==> src/rtl/dac_wr_pkg.sv <==
package dac_wr_pkg;

  typedef enum logic [2:0] {
    S_IDLE  = 3'd0,
    S_START = 3'd1,
    S_BIT   = 3'd2,
    S_ACK   = 3'd3,
    S_STOP  = 3'd4
  } wr_state_e;

  // system clocks per quarter of an SCL period (at least one)
  function automatic int qtr_cycles(input int clk_hz, input int scl_hz);
    int q;
    q = clk_hz / (4 * scl_hz);
    return (q < 1) ? 1 : q;
  endfunction

  // first byte on the wire: 7-bit device address, write direction
  function automatic logic [7:0] addr_byte(input logic [6:0] dev);
    return {dev, 1'b0};
  endfunction

endpackage

==> src/rtl/dac_wr_clkdiv.sv <==
module dac_wr_clkdiv #(
  parameter int QTR = 125
) (
  input  logic clk,
  input  logic rst_n,
  input  logic run,
  output logic qtick
);
  localparam int CW = $clog2(QTR + 1);

  logic [CW-1:0] cnt;

  assign qtick = run && (cnt == CW'(QTR - 1));

  always_ff @(posedge clk) begin
    if (!rst_n || !run) cnt <= '0;
    else if (qtick)     cnt <= '0;
    else                cnt <= cnt + 1'b1;
  end

  p_div_range_r9: assert property (@(posedge clk) disable iff (!rst_n)
    cnt < CW'(QTR));

  p_tick_spacing_r9: assert property (@(posedge clk) disable iff (!rst_n)
    qtick |=> !qtick);

endmodule

==> src/rtl/dac_wr_engine.sv <==
module dac_wr_engine
  import dac_wr_pkg::*;
#(
  parameter int         CH_W  = 2,
  parameter logic [6:0] ADDR7 = 7'h4C
) (
  input  logic            clk,
  input  logic            rst_n,
  input  logic            req,
  input  logic [CH_W-1:0] req_chan,
  input  logic [7:0]      req_level,
  input  logic            err_clr,
  input  logic            qtick,
  input  logic            sda_s,
  output logic            busy,
  output logic            done,
  output logic            err,
  output logic [CH_W-1:0] chan_q,
  output logic            scl_low,
  output logic            sda_low
);

  wr_state_e  st;
  logic [1:0] qph;
  logic [2:0] bitn;
  logic [7:0] shreg;
  logic [7:0] level_q;
  logic       second;
  logic       bad;

  // named events for the assertions
  logic nack_ev;
  logic accept_ev;
  logic qend;

  assign busy      = (st != S_IDLE);
  assign accept_ev = (st == S_IDLE) && req;
  assign qend      = qtick && (qph == 2'd3);
  assign nack_ev   = (st == S_ACK) && qtick && (qph == 2'd1) && sda_s;

  always_comb begin
    scl_low = 1'b0;
    sda_low = 1'b0;
    unique case (st)
      S_IDLE: begin
        scl_low = 1'b0;
        sda_low = 1'b0;
      end
      S_START: begin
        sda_low = (qph >= 2'd2);
        scl_low = (qph == 2'd3);
      end
      S_BIT: begin
        scl_low = (qph == 2'd0) || (qph == 2'd3);
        sda_low = ~shreg[7];
      end
      S_ACK: begin
        scl_low = (qph == 2'd0) || (qph == 2'd3);
        sda_low = 1'b0;
      end
      S_STOP: begin
        scl_low = (qph == 2'd0);
        sda_low = (qph <= 2'd1);
      end
      default: begin
        scl_low = 1'b0;
        sda_low = 1'b0;
      end
    endcase
  end

  always_ff @(posedge clk) begin
    if (!rst_n) begin
      st      <= S_IDLE;
      qph     <= '0;
      bitn    <= '0;
      shreg   <= '0;
      level_q <= '0;
      chan_q  <= '0;
      second  <= 1'b0;
      bad     <= 1'b0;
      done    <= 1'b0;
      err     <= 1'b0;
    end else begin
      done <= 1'b0;
      if (nack_ev)      err <= 1'b1;
      else if (err_clr) err <= 1'b0;

      if (accept_ev) begin
        st      <= S_START;
        chan_q  <= req_chan;
        level_q <= req_level;
        shreg   <= addr_byte(ADDR7);
        qph     <= '0;
        bitn    <= '0;
        second  <= 1'b0;
        bad     <= 1'b0;
      end else if (busy && qtick) begin
        qph <= qph + 2'd1;
        if (nack_ev) bad <= 1'b1;
        if (qph == 2'd3) begin
          unique case (st)
            S_START: st <= S_BIT;
            S_BIT: begin
              if (bitn == 3'd7) begin
                st   <= S_ACK;
                bitn <= '0;
              end else begin
                shreg <= {shreg[6:0], 1'b0};
                bitn  <= bitn + 3'd1;
              end
            end
            S_ACK: begin
              if (bad || second) begin
                st <= S_STOP;
              end else begin
                st     <= S_BIT;
                shreg  <= level_q;
                second <= 1'b1;
              end
            end
            S_STOP: begin
              st   <= S_IDLE;
              done <= 1'b1;
            end
            default: st <= S_IDLE;
          endcase
        end
      end
    end
  end

  p_chan_hold_r4: assert property (@(posedge clk) disable iff (!rst_n)
    ($past(busy) && busy) |-> $stable(chan_q) && $stable(level_q));

  p_done_idle_r5: assert property (@(posedge clk) disable iff (!rst_n)
    done |-> !busy);

  p_done_pulse_r5: assert property (@(posedge clk) disable iff (!rst_n)
    done |=> !done);

  p_err_cause_r6: assert property (@(posedge clk) disable iff (!rst_n)
    $rose(err) |-> $past(nack_ev));

  p_sda_lowphase_r10: assert property (@(posedge clk) disable iff (!rst_n)
    (!scl_low && !$past(scl_low) && (sda_low != $past(sda_low)))
      |-> (st == S_START || st == S_STOP));

  p_tick_only_busy_r9: assert property (@(posedge clk) disable iff (!rst_n)
    qend |-> busy);

endmodule

==> src/rtl/dac_wr_route.sv <==
module dac_wr_route #(
  parameter int CHANNELS = 4,
  parameter int CH_W     = 2
) (
  input  logic                clk,
  input  logic                rst_n,
  input  logic [CH_W-1:0]     sel,
  input  logic                busy_i,
  input  logic                scl_low_i,
  input  logic                sda_low_i,
  input  logic [CHANNELS-1:0] sda_line,
  output logic [CHANNELS-1:0] scl_o,
  output logic [CHANNELS-1:0] sda_o,
  output logic                sda_s
);

  logic sda_m1;
  logic sel_sda;

  assign sel_sda = sda_line[sel];

  for (genvar g = 0; g < CHANNELS; g++) begin : g_pair
    always_ff @(posedge clk) begin
      if (!rst_n) begin
        scl_o[g] <= 1'b0;
        sda_o[g] <= 1'b0;
      end else begin
        scl_o[g] <= busy_i && (sel == CH_W'(g)) && scl_low_i;
        sda_o[g] <= busy_i && (sel == CH_W'(g)) && sda_low_i;
      end
    end
  end

  // two-flop synchronizer on the selected data line
  always_ff @(posedge clk) begin
    if (!rst_n) begin
      sda_m1 <= 1'b1;
      sda_s  <= 1'b1;
    end else begin
      sda_m1 <= sel_sda;
      sda_s  <= sda_m1;
    end
  end

  p_rel_idle_r1: assert property (@(posedge clk) disable iff (!rst_n)
    !$past(busy_i) |-> (scl_o == '0) && (sda_o == '0));

  p_one_bus_r3: assert property (@(posedge clk) disable iff (!rst_n)
    ($countones(scl_o) <= 1) && ($countones(sda_o) <= 1));

endmodule

==> src/rtl/dac_bus_writer.sv <==
module dac_bus_writer
  import dac_wr_pkg::*;
#(
  parameter int         CHANNELS = 4,
  parameter int         CLK_HZ   = 50_000_000,
  parameter int         SCL_HZ   = 100_000,
  parameter logic [6:0] ADDR7    = 7'h4C
) (
  input  logic          clk,
  input  logic          rst_n,
  input  logic          req,
  input  logic [1:0]    req_chan,
  input  logic [7:0]    req_level,
  input  logic          err_clr,
  output logic          busy,
  output logic          done,
  output logic          err,
  output logic [3:0]    scl_drv_low,
  output logic [3:0]    sda_drv_low,
  input  logic [3:0]    sda_line
);

  localparam int QTR  = qtr_cycles(CLK_HZ, SCL_HZ);
  localparam int CH_W = 2;

  logic            qtick;
  logic            sda_s;
  logic            scl_low;
  logic            sda_low;
  logic [CH_W-1:0] chan_q;

  dac_wr_clkdiv #(.QTR(QTR)) div_i (
    .clk   (clk),
    .rst_n (rst_n),
    .run   (busy),
    .qtick (qtick)
  );

  dac_wr_engine #(.CH_W(CH_W), .ADDR7(ADDR7)) eng_i (
    .clk       (clk),
    .rst_n     (rst_n),
    .req       (req),
    .req_chan  (req_chan),
    .req_level (req_level),
    .err_clr   (err_clr),
    .qtick     (qtick),
    .sda_s     (sda_s),
    .busy      (busy),
    .done      (done),
    .err       (err),
    .chan_q    (chan_q),
    .scl_low   (scl_low),
    .sda_low   (sda_low)
  );

  dac_wr_route #(.CHANNELS(CHANNELS), .CH_W(CH_W)) route_i (
    .clk       (clk),
    .rst_n     (rst_n),
    .sel       (chan_q),
    .busy_i    (busy),
    .scl_low_i (scl_low),
    .sda_low_i (sda_low),
    .sda_line  (sda_line),
    .scl_o     (scl_drv_low),
    .sda_o     (sda_drv_low),
    .sda_s     (sda_s)
  );

endmodule

==> config.mk <==
export PLATFORM = sky130hd
export DESIGN_NAME = dac_bus_writer
export DESIGN_NICKNAME = d
export VERILOG_FILES = /design/src/rtl/dac_wr_pkg.sv /design/src/rtl/dac_wr_clkdiv.sv /design/src/rtl/dac_wr_engine.sv /design/src/rtl/dac_wr_route.sv /design/src/rtl/dac_bus_writer.sv
export SDC_FILE = /design/constraint.sdc
export NUM_CORES = 1
export LEC_CHECK = 0
export ABC_AREA = 1
export ABC_CLOCK_PERIOD_IN_PS = 1340
export CAP_MARGIN = 20
export CORE_ASPECT_RATIO = 0.9
export CORE_MARGIN = 8
export CORE_UTILIZATION = 40
export CTS_CLUSTER_DIAMETER = 30
export DETAILED_ROUTE_END_ITERATION = 12
export PLACE_DENSITY_LB_ADDON = 0.3
export SYNTH_ARGS = -nofsm -noshare
export SYNTH_HDL_FRONTEND = slang
export SYNTH_SLANG_ARGS = --single-unit
export TNS_END_PERCENT = 5
==> constraint.sdc <==
create_clock -name clk -period 1.34 [get_ports clk]
set_input_delay 0.268 -clock clk [delete_from_list [all_inputs] [get_ports clk]]
set_output_delay 0.268 -clock clk [all_outputs]
set_load 0.02 [all_outputs]
==> out/qor_table.md <==
| Parameter | Value | Unit |
| --- | --- | --- |
| Diode insertion count for antenna repair | 0 | - |
| Number of design-rule violations left by the first detailed-router iteration | 78 | - |
| Startpoint of the lowest-slack register-to-register path | div_i.cnt[1] | - |
| Number of placement rows | 25 | - |
| Dpl cells | 394 | - |
| Setup crit start | div_i.cnt[1] | - |
| Critical path fanouts, max | 4 | - |
| Routability congestion estimate | 0.857 | - |
| Area of the mapped netlist | 2110 | um^2 |
| H-tree lvl count | 2 | - |
| Nature of the critical path startpoint | register | - |
| Highest attainable clock frequency | 691 | MHz |
| Total gr overflow | 0 | - |
| RSZ-0062 raised after global routing | yes | - |
| Capture instance of the worst register-to-register path | eng_i.shreg[7] | - |
| HPWL Detailed | 3.39 | mm |
| Total of warnings raised by yosys | 0 | - |
| Final hold violation count | 0 | - |
| Aggregate global-route resource usage | 11.9 | % |
| Main area contributors after synthesis | dfxtp_1, nor2_1, nand2_1 | - |
| Worst hold slack across all endpoints | 0.430 | ns |
| Worst setup EP type | register | - |
| DRT antenna net count | 0 | - |
| Distinct cell type count after synthesis | 29 | - |
| Part of the cycle the worst path needs | 108 | % |
| Via count | 1894 | - |
| Area growth from synthesis to layout | 39.8 | % |
| Count of hold buffers inserted by post-cts repair | 0 | - |
| Number of violations of the max-capacitance limit | 0 | - |
| Total power | 2.69 | mW |
| Maximum number of buffers from clock root to sink | 2 | - |
| Register-to-register path setup slack | -0.11 | ns |
| Share of cells above drive strength 1 | 29.6 | % |
| Avg Synthesized Cell Area | 7.75 | um^2 |
| Number of flops mapped to enable cells by yosys | 0 | - |
| Seq cells post-synth | 47 | - |
| Count of buffers from port buffering | 28 | - |
| Detailed-route wire length | 4.78 | mm |
| Number of global-route vias before repair | 1795 | - |
| Min cycle time layout | 1.45 | ns |
| Transition time of the tightest slew-check pin | 0.281 | ns |
| Worst IR Drop VDD | 0.587 | mV |
| Clock slew seen by the registers of the worst setup and hold paths | 0.09 | ns |
| Length of the first detailed-routing pass in iterations | 6 | - |
| Result of the run | complete, but fails checks | - |
| # nets final | 366 | - |
| CTS tree | built | - |
| Min-delay worst type | register to register | - |
| Number of instances in the synthesized netlist | 272 | - |
| Initial core utilization | 40.8 | % |
| Vias per Instance | 4.64 | - |
| Setup TNS after final layout | -0.718 | ns |
| Data required, critical path | 1.53 | ns |
| Share of Yosys cell area claimed by the top area cell type | 44.6 | % |
| Area of the placeable core | 5160 | um^2 |
| Area enclosed by the die boundary | 7850 | um^2 |
| Worst EP arrival | 1.64 | ns |
| Maximum number of pins on one net before global-route repair | 24 | - |
| Y dimension of the die | 84.9 | um |
| Critical path start-end classification | register to register | - |
| Leakage power summed over all cells | 1.29 | nW |
| Number of top-level pins | 29 | - |
| Final number of max-transition violations | 0 | - |
| Failing checks | setup timing | - |
| Finished Layout Cells | 408 | - |
| Worst max-slew margin expressed relative to the limit | 81.3 | % |
| DRC viols | 0 | - |
| Global-route wire length before repair | 7.71 | mm |
| Synthesized Nets | 298 | - |
| Initial antenna violation count | 0 | - |
| Final worst setup slack | -0.106 | ns |
| DIE WIDTH | 92.5 | um |
| Fraction of registers with async set/reset | 0 | % |
| Filler Cells Inserted | 492 | - |
| Average wire length per cell after detail routing | 11.7 | um |
| Setup-violating endpoint count in the final report | 16 | - |
| Num Clock Sinks | 47 | - |
| Inserted Clock Buffers | 5 | - |
| Clk Latency, worst-skew pair | 0.30 | ns |
| R2R depth | 8 | - |
| Post-placement setup slack | -0.124 | ns |
| Worst-case clock skew | 0.00439 | ns |
| Total power per unit cell area | 914 | nW/um^2 |
| Largest area contributor in the netlist | dfxtp_1 | - |
| Worst setup path end | eng_i.shreg[7] | - |
| Dominant register cell in the synthesized netlist | dfxtp_1 | - |
| Sequential share of the synthesized area | 44.6 | % |
| Cell chosen for the clock root | clkbuf_8 | - |
cells in the mapped netlist (all sizes together) (2+ instances only):
library cell  count
nand4             3
o21ai            28
xor2              2
nand3            18
dfxtp            47
inv              41
buf               3
ha                8
nor3              3
nand2            43
a21oi            21
xnor2             2
nor2             48
worst max-delay path, stage by stage (launching register included):
cell and delay [ns]:
dfxtp_2 0.33, inv_2 0.06, ha_4 0.15, nand3_4 0.08
nor2_4 0.17, buf_4 0.14, nand3_2 0.12, nor3_1 0.22
nor2_1 0.07
per-stage QoR:
step                area [um^2]  utilization (%)
global placement           2690             52.2
finish                     2950             57.1
CTS                        2790             54.1
detailed placement         2690             52.2
global route               2950             57.1
floorplan                  2110                -
cell type report:
class	count	area, um^2	share of cell area, %
Timing Repair Buffer	64	549	18.6
Clock buffer	7	96.3	3.27
Tap cell	67	83.8	2.85
Multi-Input combinational cell	181	1100	37.2
Sequential cell	47	955	32.4
Clock inverter	1	7.51	0.255
Inverter	41	159	5.39
registers in the layout, indices dropped and copies added, names as in the netlist:
name / flops
eng_i.second: 1
div_i.cnt: 7
eng_i.done: 1
eng_i.chan_q: 2
eng_i.bad: 1
eng_i.level_q: 8
route_i.sda_s: 1
eng_i.err: 1
route_i.sda_o: 4
eng_i.shreg: 8
eng_i.qph: 2
eng_i.st: 3
route_i.scl_o: 4
eng_i.bitn: 3
route_i.sda_m1: 1
cell families (layout without fill, tap and decap cells):
group                    Yosys count  in the layout  share of synthesized area, %
AND/OR/NAND/NOR                  116            117                          27.1
AO/OA/AOI/OAI                     52             52                          13.1
flip-flops                        47             47                          44.6
buffers and inverters             45            113                          8.72
adder cells (fa/ha/maj)            8              8                          4.75
XOR/XNOR                           4              4                          1.66
how the worst min path moves through the flow:
stage                   start             to  slack, ns  cells after the start
2_1_floorplan  route_i.sda_m1  route_i.sda_s       0.39                      1
3_3_place_gp   route_i.sda_m1  route_i.sda_s       0.41                      1
3_5_place_dp   route_i.sda_m1  route_i.sda_s       0.40                      1
4_1_cts        route_i.sda_m1  route_i.sda_s       0.43                      1
5_1_grt        route_i.sda_m1  route_i.sda_s       0.45                      1
6_report       route_i.sda_m1  route_i.sda_s       0.43                      1
per-layer routing:
layer,vias to the layer above,global-route usage (%),share of wire (%)
li1,1003,-,-
met1,853,14.1,46
met2,33,19.9,48
met3,5,3.62,4.5
met4,0,4.39,1.1
met5,-,0,0
power breakdown:
group / internal, mW / switching (mW)
Sequential: 1.44 / 0.0222
Combinational: 0.142 / 0.146
Clock: 0.470 / 0.474
timing repair:
item                                   CTS  global route
cloned                                   0             1
gates resized for setup                 19            35
setup endpoints to repair               32            46
buffers inserted                         0             5
endpoints found under the hold margin    0             0
pin swaps                                2             8
layout by cell type, fill, tap and decap left out, types with 3 or more instances in the layout:
cell              n
nor2_1           38
dfxtp_1          38
buf_4            35
nand2_1          32
inv_1            31
a21oi_1          19
clkdlybuf4s50_1  17
o21ai_0          15
nand3_1          12
o21ai_1          11
dlygate4sd2_1    11
inv_2             9
nand2_2           8
dfxtp_2           8
nor2_4            7
clkbuf_8          7
ha_1              6
nand3_2           4
nand3_4           3
nor2_2            3
nand4_1           3
No activity file was read; power rests on OpenSTA's default activity.
